--- src/rtl/pbb_pkg.sv ---
package pbb_pkg;
  typedef enum logic [1:0] {
    HT_IDLE   = 2'b00,
    HT_BUSY   = 2'b01,
    HT_NONSEQ = 2'b10,
    HT_SEQ    = 2'b11
  } htrans_t;

  localparam logic [2:0] HB_SINGLE = 3'b000;
  localparam logic [2:0] HB_INCR   = 3'b001;
  localparam logic [2:0] HB_INCR4  = 3'b011;
  localparam logic [2:0] HS_WORD   = 3'b010;
  localparam int         RD_BEATS  = 4;

  typedef enum logic [1:0] {
    SP_IDLE,
    SP_READ,
    SP_WRITE,
    SP_END
  } sp_state_t;
endpackage

--- src/rtl/pbb_fifo.sv ---
module pbb_fifo #(
  parameter int W     = 32,
  parameter int DEPTH = 16
) (
  input  logic         clk,
  input  logic         rst,
  input  logic         clr,
  input  logic         push,
  input  logic [W-1:0] din,
  input  logic         pop,
  output logic [W-1:0] dout,
  output logic         empty,
  output logic         full
);
  // DEPTH is a power of two so the pointers wrap naturally
  localparam int PW = $clog2(DEPTH);

  logic [W-1:0]  mem [DEPTH];
  logic [PW-1:0] wp, rp;
  logic [PW:0]   cnt;
  logic          do_push, do_pop;

  assign do_push = push && !full;
  assign do_pop  = pop && !empty;
  assign empty   = (cnt == '0);
  assign full    = (cnt == (PW+1)'(DEPTH));
  assign dout    = mem[rp];

  always_ff @(posedge clk) begin
    if (do_push) mem[wp] <= din;
  end

  always_ff @(posedge clk) begin
    if (rst || clr) begin
      wp  <= '0;
      rp  <= '0;
      cnt <= '0;
    end else begin
      if (do_push) wp <= wp + 1'b1;
      if (do_pop)  rp <= rp + 1'b1;
      case ({do_push, do_pop})
        2'b10:   cnt <= cnt + 1'b1;
        2'b01:   cnt <= cnt - 1'b1;
        default: cnt <= cnt;
      endcase
    end
  end
endmodule

--- src/rtl/pbb_slave_port.sv ---
module pbb_slave_port
  import pbb_pkg::*;
#(
  parameter int AW    = 32,
  parameter int DEPTH = 16,
  parameter int LW    = $clog2(DEPTH) + 1
) (
  input  logic             clk,
  input  logic             rst,
  input  logic             p_gnt,
  input  logic             p_sel,
  input  logic             p_write,
  input  logic [AW-1:0]    p_addr,
  input  logic             p_beat,
  output logic             p_ack,
  input  logic             d_empty,
  input  logic             d_full,
  output logic             d_push,
  output logic             d_pop,
  output logic             d_clr,
  input  logic             c_full,
  output logic             c_push,
  output logic [AW+LW:0]   c_din,
  input  logic             bus_busy
);
  sp_state_t      st;
  logic [AW-1:0]  addr_q;
  logic [LW-1:0]  cnt;
  logic           go;

  assign go = p_sel && p_gnt && !c_full;

  always_ff @(posedge clk) begin
    if (rst) begin
      st     <= SP_IDLE;
      addr_q <= '0;
      cnt    <= '0;
    end else begin
      case (st)
        SP_IDLE: if (go) begin
          addr_q <= p_addr;
          cnt    <= '0;
          st     <= p_write ? SP_WRITE : SP_READ;
        end
        SP_READ: if (!p_sel) st <= SP_END;
        SP_WRITE: begin
          if (d_push && cnt != LW'(DEPTH)) cnt <= cnt + 1'b1;
          if (!p_sel) st <= SP_END;
        end
        default: if (!bus_busy) st <= SP_IDLE;
      endcase
    end
  end

  always_comb begin
    p_ack  = p_sel && p_beat &&
             ((st == SP_READ && !d_empty) || (st == SP_WRITE && !d_full));
    d_pop  = p_ack && (st == SP_READ);
    d_push = p_ack && (st == SP_WRITE);
    d_clr  = (st == SP_END) && !bus_busy;
    // read: fixed-length command now; write: counted command at the end
    c_push = (st == SP_IDLE && go && !p_write) ||
             (st == SP_WRITE && !p_sel && cnt != '0);
    c_din  = (st == SP_IDLE) ? {1'b0, p_addr, LW'(RD_BEATS)}
                             : {1'b1, addr_q, cnt};
  end
endmodule

--- src/rtl/pbb_ahb_master.sv ---
module pbb_ahb_master
  import pbb_pkg::*;
#(
  parameter int AW = 32,
  parameter int DW = 32,
  parameter int LW = 5
) (
  input  logic           clk,
  input  logic           rst,
  input  logic           hready,
  input  logic           c_empty,
  input  logic [AW+LW:0] c_dout,
  output logic           c_pop,
  input  logic [DW-1:0]  d_dout,
  output logic           d_pop,
  output logic           d_push,
  output logic           busy,
  output htrans_t        htrans,
  output logic [AW-1:0]  haddr,
  output logic           hwrite,
  output logic [2:0]     hburst,
  output logic [DW-1:0]  hwdata
);
  logic          c_wr;
  logic [AW-1:0] c_addr;
  logic [LW-1:0] c_len;
  logic [LW-1:0] left;
  logic          dp_rd, dp_act, ap_act;

  assign c_wr   = c_dout[AW+LW];
  assign c_addr = c_dout[AW+LW-1:LW];
  assign c_len  = c_dout[LW-1:0];
  assign ap_act = (htrans != HT_IDLE);

  always_comb begin
    c_pop  = hready && left == '0 && !c_empty;
    d_pop  = hready && ap_act && hwrite;
    d_push = hready && dp_rd;
    busy   = ap_act || dp_act;
  end

  always_ff @(posedge clk) begin
    if (rst) begin
      htrans <= HT_IDLE;
      haddr  <= '0;
      hwrite <= 1'b0;
      hburst <= HB_SINGLE;
      hwdata <= '0;
      left   <= '0;
      dp_rd  <= 1'b0;
      dp_act <= 1'b0;
    end else if (hready) begin
      dp_act <= ap_act;
      dp_rd  <= ap_act && !hwrite;
      if (ap_act && hwrite) hwdata <= d_dout;
      if (left != '0) begin
        htrans <= HT_SEQ;
        haddr  <= haddr + AW'(4);
        left   <= left - 1'b1;
      end else if (!c_empty) begin
        htrans <= HT_NONSEQ;
        haddr  <= c_addr;
        hwrite <= c_wr;
        hburst <= !c_wr ? HB_INCR4 : (c_len == LW'(1) ? HB_SINGLE : HB_INCR);
        left   <= c_len - 1'b1;
      end else begin
        htrans <= HT_IDLE;
      end
    end
  end
endmodule

--- src/rtl/pbus_ahb_bridge.sv ---
module pbus_ahb_bridge
  import pbb_pkg::*;
#(
  parameter int AW     = 32,
  parameter int DW     = 32,
  parameter int DEPTH  = 16,
  parameter int CDEPTH = 2
) (
  input  logic          clk,
  input  logic          rst,
  input  logic          p_gnt,
  input  logic          p_sel,
  input  logic          p_write,
  input  logic [AW-1:0] p_addr,
  input  logic          p_beat,
  input  logic [DW-1:0] p_wdata,
  output logic          p_ack,
  output logic [DW-1:0] p_rdata,
  output logic [1:0]    htrans,
  output logic [AW-1:0] haddr,
  output logic          hwrite,
  output logic [2:0]    hsize,
  output logic [2:0]    hburst,
  output logic [DW-1:0] hwdata,
  input  logic [DW-1:0] hrdata,
  input  logic          hready
);
  localparam int LW = $clog2(DEPTH) + 1;
  localparam int CW = 1 + AW + LW;

  logic          c_push, c_pop, c_empty, c_full;
  logic [CW-1:0] c_din, c_dout;
  logic          s_push, s_pop, m_push, m_pop;
  logic          d_push, d_pop, d_clr, d_empty, d_full;
  logic [DW-1:0] d_din, d_dout;
  logic          m_busy;
  htrans_t       ht;

  assign d_push  = s_push | m_push;
  assign d_pop   = s_pop | m_pop;
  assign d_din   = s_push ? p_wdata : hrdata;
  assign p_rdata = d_dout;
  assign htrans  = ht;
  assign hsize   = HS_WORD;

  pbb_fifo #(.W(CW), .DEPTH(CDEPTH)) u_cmd (
    .clk(clk), .rst(rst), .clr(1'b0), .push(c_push), .din(c_din),
    .pop(c_pop), .dout(c_dout), .empty(c_empty), .full(c_full)
  );

  pbb_fifo #(.W(DW), .DEPTH(DEPTH)) u_data (
    .clk(clk), .rst(rst), .clr(d_clr), .push(d_push), .din(d_din),
    .pop(d_pop), .dout(d_dout), .empty(d_empty), .full(d_full)
  );

  pbb_slave_port #(.AW(AW), .DEPTH(DEPTH), .LW(LW)) u_slv (
    .clk(clk), .rst(rst), .p_gnt(p_gnt), .p_sel(p_sel), .p_write(p_write),
    .p_addr(p_addr), .p_beat(p_beat), .p_ack(p_ack),
    .d_empty(d_empty), .d_full(d_full), .d_push(s_push), .d_pop(s_pop),
    .d_clr(d_clr), .c_full(c_full), .c_push(c_push), .c_din(c_din),
    .bus_busy(m_busy || !c_empty)
  );

  pbb_ahb_master #(.AW(AW), .DW(DW), .LW(LW)) u_mst (
    .clk(clk), .rst(rst), .hready(hready), .c_empty(c_empty),
    .c_dout(c_dout), .c_pop(c_pop), .d_dout(d_dout), .d_pop(m_pop),
    .d_push(m_push), .busy(m_busy), .htrans(ht), .haddr(haddr),
    .hwrite(hwrite), .hburst(hburst), .hwdata(hwdata)
  );
endmodule

--- config.mk ---
export PLATFORM = sky130hd
export DESIGN_NAME = pbus_ahb_bridge
export DESIGN_NICKNAME = d
export VERILOG_FILES = /design/src/rtl/pbb_pkg.sv /design/src/rtl/pbb_fifo.sv /design/src/rtl/pbb_slave_port.sv /design/src/rtl/pbb_ahb_master.sv /design/src/rtl/pbus_ahb_bridge.sv
export SDC_FILE = /design/constraint.sdc
export NUM_CORES = 1
export LEC_CHECK = 0
export CAP_MARGIN = 0
export CORE_ASPECT_RATIO = 0.5
export CORE_MARGIN = 4
export CORE_UTILIZATION = 26
export CTS_CLUSTER_DIAMETER = 40
export DETAILED_ROUTE_END_ITERATION = 8
export SLEW_MARGIN = 20
export SYNTH_ARGS = -nofsm -noshare
export SYNTH_HDL_FRONTEND = slang
export SYNTH_SLANG_ARGS = --single-unit
--- constraint.sdc ---
create_clock -name clk -period 9.3 [get_ports clk]
set_clock_uncertainty 0.2 [all_clocks]
set_input_delay 2.79 -clock clk [delete_from_list [all_inputs] [get_ports clk]]
set_output_delay 2.79 -clock clk [all_outputs]
set_load 0.03 [all_outputs]
==> summary.md, run 1 <==
| Metric | Value |
|---|---|
| Die height | `246 µm` |
| Final setup violating endpoints | `0` |
| H-tree depth | `3` |
| # IOs | `209` |
| Final-stage net count | `2195` |
| Setup tns final | `0 ns` |
| CP max FO | `8` |
| Yosys Warn Count | `0` |
| Leak Pwr | `11.5 nW` |
| Final clock period utilization by the worst path | `0.803` |
| Layout cells sized above 1 | `0.218` |
| Site Rows | `87` |
| Vias post-DR | `17000` |
| Hold Crit Class | `register to register` |
| Diode count | `0` |
| CP arrival | `4.48 ns` |
| Top-count cell post-synth | `edfxtp_1` |
| Drt pass-1 iters | `5` |
| Post-Syn Area | `0.0296 mm²` |
| Yosys reg bits | `725` |
| # DRC | `0` |
| Sink Count | `725` |
| Critical Path RT | `6.31 ns` |
| Die width | `485 µm` |
| Max_cap viols | `0` |
| Clk buf depth | `3` |
| Die area | `0.119 mm²` |
| Worst setup path class | `input port to output pin` |
| Vias in the first global route | `17200` |
| Initial antenna violation count | `1` |
| Starting density of the core | `0.262` |
| Max_slew headroom | `0.266` |
| Layout Utilization | `0.326` |
| Ys async rst share | `0` |
| Area contributors post-synth | `edfxtp_1, mux4_2, dfxtp_1` |
| Area Growth Syn to Fin | `24.4%` |
| Fill cells | `10900` |
| Starting DRT DRC Count | `1331` |
| Post-CTS Setup Bufs | `0` |
| Synth cell count leaders | `edfxtp_1, nand2_1, dfxtp_1` |
| Sequential share of the synthesized area | `0.690` |
| PD cells | `226 mW/mm²` |
| Congestion Overflow GR | `0` |
| First-pass GRT wire length | `109 mm` |
| Routed Antenna Nets | `0` |
| Clock transition at the registers of the reported paths | `0.05 ns` |
| Total track usage | `0.119` |
| Fmax | `134 MHz` |
| Share of the synthesized area in the top cell type | `0.597` |
| Drt wl/cell | `19.8 µm` |
| Status | `finished clean` |
| Crit path launch type | `input port` |
| Hpwl dp | `41.8 mm` |
| Hold_buf cts | `0` |
| TritonCTS clock tree | `built` |
| # resized after CTS | `0` |
| Post-synth cell types | `69` |
| Core Box Area | `0.113 mm²` |
| Clock Latency Late Sink | `0.65 ns` |
| Post-synth EDFFs | `588` |
| Hold Vio Cnt, Final | `0` |
| Total clock buffers created by CTS | `94` |
| Root Buffer | `clkbuf_16` |
| Largest net degree at the start of global routing | `121` |
| Synth area leader | `edfxtp_1` |
| Worst setup EP type | `output pin` |
| Final min period | `7.47 ns` |
| Syn Inst Count | `1845` |
| RSZ-0062 raised after global routing | `false` |
| Mean Syn Cell Area | `16.0 µm²` |
| Primary FF master, synth | `edfxtp_1` |
| Worst slew pin tran | `1.10 ns` |
| RD Place Congestion | `0.760` |
| Buffers on Ports | `204` |
| Max VDD drop | `0.000135 V` |
| Total Wirelength | `72.7 mm` |
| Routed vias/inst | `4.62` |
| Max-slew violations | `0` |
-- path summary, 6_finish.rpt --
check,startpoint,endpoint,cells past startpoint,slack (ns)
min,u_slv.addr_q[28]$_SDFFE_PP0P_,u_slv.addr_q[28]$_SDFFE_PP0P_,2,0.25
max reg2reg,u_slv.st[0]$_SDFFE_PP0P_,u_data.cnt[4]$_SDFFE_PP0P_,13,5.63
max,p_sel,p_ack,4,1.83
min reg2reg,u_slv.addr_q[28]$_SDFFE_PP0P_,u_slv.addr_q[28]$_SDFFE_PP0P_,2,0.25
-- area by class of cell --
class / count / area [µm²] / share of cell area
Clock buffer: 120 / 2540 / 0.0691
Clock inverter: 58 / 687 / 0.0187
Inverter: 18 / 67.6 / 0.00184
Multi-Input combinational cell: 993 / 8800 / 0.239
Sequential cell: 725 / 20400 / 0.555
Tap cell: 1513 / 1890 / 0.0515
Timing Repair Buffer: 240 / 2370 / 0.0644
-- through the flow --
| step | hold slack, ns | std cells | setup slack (ns) | power, mW | area [µm²] |
|---|---|---|---|---|---|
| floorplan | 0.234 | 1847 | 2.87 | 4.38 | 29600 |
| global placement | 0.240 | 3486 | 1.69 | 4.73 | 33500 |
| detailed placement | 0.247 | 3486 | 1.77 | 4.75 | 33500 |
| CTS | 0.254 | 3664 | 1.77 | 8.41 | 36700 |
| global route | 0.275 | 3667 | 1.66 | 8.65 | 36800 |
| finish | 0.252 | 3667 | 1.83 | 8.33 | 36800 |
-- registers in the layout (all words and copies together) (netlist names), 4 cells and up, named ones only --
name / flops
u_slv.addr_q: 32
u_data.rp: 4
u_data.cnt: 5
u_mst.hwdata: 32
u_mst.haddr: 32
u_cmd.mem: 76
u_data.wp: 4
u_mst.left: 5
u_slv.cnt: 5
u_data.mem: 512
-- cells by family after synthesis --
group,count (synthesis),share of synthesized area
buf+inv,129,0.0183
simple gates,398,0.0643
mux,304,0.161
xor+xnor,18,0.00533
flops,725,0.690
fa+ha+maj,20,0.00847
compound gates,249,0.0518
other cells,2,0.000254
-- layer usage --
metal | track usage | part of all wire | wire length (µm) | vias up
met2 | 0.216 | 0.52 | 37800 | 377
met5 | 0 | 0.000096 | 7 | -
met1 | 0.147 | 0.42 | 30600 | 8796
met3 | 0.0199 | 0.040 | 2890 | 105
met4 | 0.0329 | 0.021 | 1510 | 2
li1 | - | - | - | 7673
-- worst max-delay path, cell delays in order --
cell and delay (ns):
clkdlybuf4s50_1 0.68, o311ai_0 0.20, nor2_1 0.14, clkdlybuf4s50_1 0.68
-- placed cells by master, fill, tap and decap left out, types with 8 or more instances in the layout --
master           instances
edfxtp_1               588
clkdlybuf4s50_1        203
nand2_1                145
dfxtp_1                132
mux4_2                 128
a21oi_1                115
mux2_2                 102
clkbuf_16               95
nor2_1                  94
mux2i_1                 74
nand2b_1                38
a22oi_1                 34
o21ai_0                 32
buf_4                   31
nand3_1                 22
ha_1                    19
clkbuf_1                18
inv_1                   17
nand4_1                 17
nor2_4                  14
clkinv_2                13
xor2_1                  11
o22ai_1                 11
nor3_1                  10
inv_6                   10
a31oi_1                  9
a211oi_1                 9
clkinvlp_4               9
nor2b_1                  8
bufinv_16                8
-- power breakdown --
group / internal (mW) / switching [mW] / total (mW)
Sequential: 3.62 / 0.0961 / 3.71
Combinational: 0.361 / 0.608 / 0.969
Clock: 2.20 / 1.44 / 3.64
Note: power is estimated with default switching activity, not from simulation.
==> run 2: changes to the inputs <==
clock period = 7.4 ns   (was 9.3 ns; I/O delays follow)
==> run 2 against run 1 <==
Highest routed layer unchanged. Critical endpoint unchanged. Utilization rose by 0.14 points. Clock power up 29%. Largest power group is now clock. Sequential power is 26% higher. Global-route usage is 0.15 points lower. Non-clock buffer count is 4 higher. Routed wire length down 1.6%. Via count shrank 1.1%.
==> summary.md, run 2 (synthesized netlist as in run 1, its figures left out) <==
| Metric | Value |
|---|---|
| Status | `finished clean (unchanged)` |
| Final std cells w/o fill | `3678 (was 3667)` |
| Die width | `485 µm (unchanged)` |
| First-pass GRT wire length | `108 mm (was 109 mm)` |
| Multi-input logic area | `0.00878 mm² (was 0.00880 mm²)` |
| Largest net degree at the start of global routing | `68 (was 121)` |
| Logic pwr share | `0.115 (was 0.116)` |
| TritonCTS clock tree | `built (unchanged)` |
| Fmax | `157 MHz` |
| Total clock buffers created by CTS | `97 (was 94)` |
| Routed vias/inst | `4.56 (was 4.62)` |
| CP top delay family | `buffers and inverters (unchanged)` |
| Worst-path cell chain | `clkdlybuf4s50_1, o311ai_0, nor2_1, clkdlybuf4s50_1 (unchanged)` |
| Worst slew pin tran | `1.08 ns (was 1.10 ns)` |
| Setup tns final | `0 ns (unchanged)` |
| RSZ-0062 raised after global routing | `false (unchanged)` |
| Switch share | `0.261 (was 0.258)` |
| Die area | `0.119 mm² (unchanged)` |
| Vias in the first global route | `17200 (about the same)` |
| Root Buffer | `clkbuf_16 (unchanged)` |
| Psw | `2.77 mW (was 2.15 mW)` |
| CP peak stage delay | `0.72 ns (was 0.68 ns)` |
| Area Growth Syn to Fin | `24.9% (was 24.4%)` |
| Top cell by count, worst path | `clkdlybuf4s50_1 (unchanged)` |
| Max VDD drop | `0.000181 V (was 0.000135 V)` |
| Hold Vio Cnt, Final | `0 (unchanged)` |
| Worst setup path class | `input port to output pin (unchanged)` |
| Placed Instances | `3493 (was 3486)` |
| Max_cap viols | `0 (unchanged)` |
| Final min period | `6.39 ns` |
| H-tree depth | `3 (unchanged)` |
| Max reg flops | `512 (unchanged)` |
| Core Box Area | `0.113 mm² (unchanged)` |
| Crit path buffers/inverters | `2 (unchanged)` |
| Max-slew violations | `0 (unchanged)` |
| Hold_buf cts | `0 (unchanged)` |
| Worst setup EP type | `output pin (unchanged)` |
| Total Wirelength | `71.6 mm (was 72.7 mm)` |
| Leak Pwr | `11.6 nW (was 11.5 nW)` |
| Most frequent cells in the layout | `edfxtp_1, clkdlybuf4s50_1, nand2_1, dfxtp_1, mux4_2 (unchanged)` |
| PD cells | `286 mW/mm² (was 226 mW/mm²)` |
| Fill cells | `10900 (about the same)` |
| Tot Pwr | `10.6 mW (was 8.33 mW)` |
| Vias post-DR | `16800 (was 17000)` |
| # resized after CTS | `0 (unchanged)` |
| Layout cells sized above 1 | `0.223 (was 0.218)` |
| Hpwl dp | `42.5 mm (was 41.8 mm)` |
| Final clock period utilization by the worst path | `0.863` |
| CP max FO | `8 (unchanged)` |
| Congestion Overflow GR | `0 (unchanged)` |
| Starting density of the core | `0.262 (unchanged)` |
| Clock transition at the registers of the reported paths | `0.06 ns (was 0.05 ns)` |
| Buffers on Ports | `204 (unchanged)` |
| Critical Path RT | `4.98 ns (was 6.31 ns)` |
| Total track usage | `0.118 (was 0.119)` |
| Final setup violating endpoints | `0 (unchanged)` |
| Clock Power Share | `0.444 (was 0.438)` |
| CP arrival | `3.97 ns (was 4.48 ns)` |
| Hold_ws | `0.253 ns (was 0.252 ns)` |
| Slowest library cell on the worst path | `clkdlybuf4s50_1 (unchanged)` |
| Top Registers | `u_data.mem (512), u_cmd.mem (76) (unchanged)` |
| Sink Count | `725 (unchanged)` |
| Register area | `0.0204 mm² (unchanged)` |
| Clock Latency Late Sink | `0.66 ns (was 0.65 ns)` |
| Commonest non-fill, non-tap cell in the layout | `edfxtp_1 (unchanged)` |
| Die height | `246 µm (unchanged)` |
| Sequential share of power | `0.441 (was 0.446)` |
| # DRC | `0 (unchanged)` |
| Starting DRT DRC Count | `999 (was 1331)` |
| Drt pass-1 iters | `7 (was 5)` |
| Hold Crit Class | `register to register (unchanged)` |
| Internal cell power | `7.81 mW (was 6.18 mW)` |
| Crit path launch type | `input port (unchanged)` |
| # IOs | `209 (unchanged)` |
| Final-stage net count | `2202 (was 2195)` |
| Post-CTS Setup Bufs | `0 (unchanged)` |
| Initial antenna violation count | `2 (was 1)` |
| Site Rows | `87 (unchanged)` |
| RD Place Congestion | `0.777 (was 0.760)` |
| Routed Antenna Nets | `0 (unchanged)` |
| Most flops, register | `u_data.mem (unchanged)` |
| Max_slew headroom | `0.279 (was 0.266)` |
| Clk buf depth | `3 (unchanged)` |
| Drt wl/cell | `19.5 µm (was 19.8 µm)` |
==> run 2: power by group through the flow <==
stage	clock network, mW	registers [mW]	logic [mW]
CTS	4.80	4.67	1.23
global placement	0	4.75	1.21
finish	4.70	4.67	1.21
detailed placement	0	4.75	1.22
floorplan	0	4.83	0.676
global route	5.01	4.68	1.33
==> run 2: layout make-up <==
type / instances / share of cell area
timing repair buffer: 244 / 0.0647
clock buffer: 117 / 0.0711
clock inverter: 67 / 0.0204
tap: 1513 / 0.0513
inverter: 18 / 0.00183
antenna: 1 / 0.0000678
sequential: 725 / 0.553
multi-input combinational: 993 / 0.238
==> run 2: routing by layer <==
metal  GRT usage  vias to the layer above  wire [µm]
li1            -                     7695          -
met1       0.147                     8597      30600
met2       0.210                      377      36600
met3      0.0191                       98       2850
met4      0.0349                        2       1460
met5           0                        -         13
==> run 2: path summary, 6_finish.rpt <==
| kind | start | slack (ns) | endpoint | depth (start not counted) |
|---|---|---|---|---|
| hold reg to reg | u_slv.addr_q[3]$_SDFFE_PP0P_ | 0.25 | u_slv.addr_q[3]$_SDFFE_PP0P_ | 2 |
| setup reg to reg | u_slv.st[0]$_SDFFE_PP0P_ | 3.79 | u_data.cnt[4]$_SDFFE_PP0P_ | 13 |
| hold / removal | u_slv.addr_q[3]$_SDFFE_PP0P_ | 0.25 | u_slv.addr_q[3]$_SDFFE_PP0P_ | 2 |
| setup / recovery | p_sel | 1.01 | p_ack | 4 |
==> run 2: per-stage QoR <==
step	cell area (µm²)	utilization	setup WS, ns
global route	36900	0.327	0.908
detailed placement	33500	0.297	0.994
finish	36900	0.327	1.01
floorplan	29600	-	1.54
global placement	33500	0.297	0.962
CTS	36900	0.327	0.992
==> run 2: worst min-delay path: stages (launching register included) <==
cell     delay, ns
dfxtp_1       0.30
nand2_1       0.05
a21oi_1       0.05
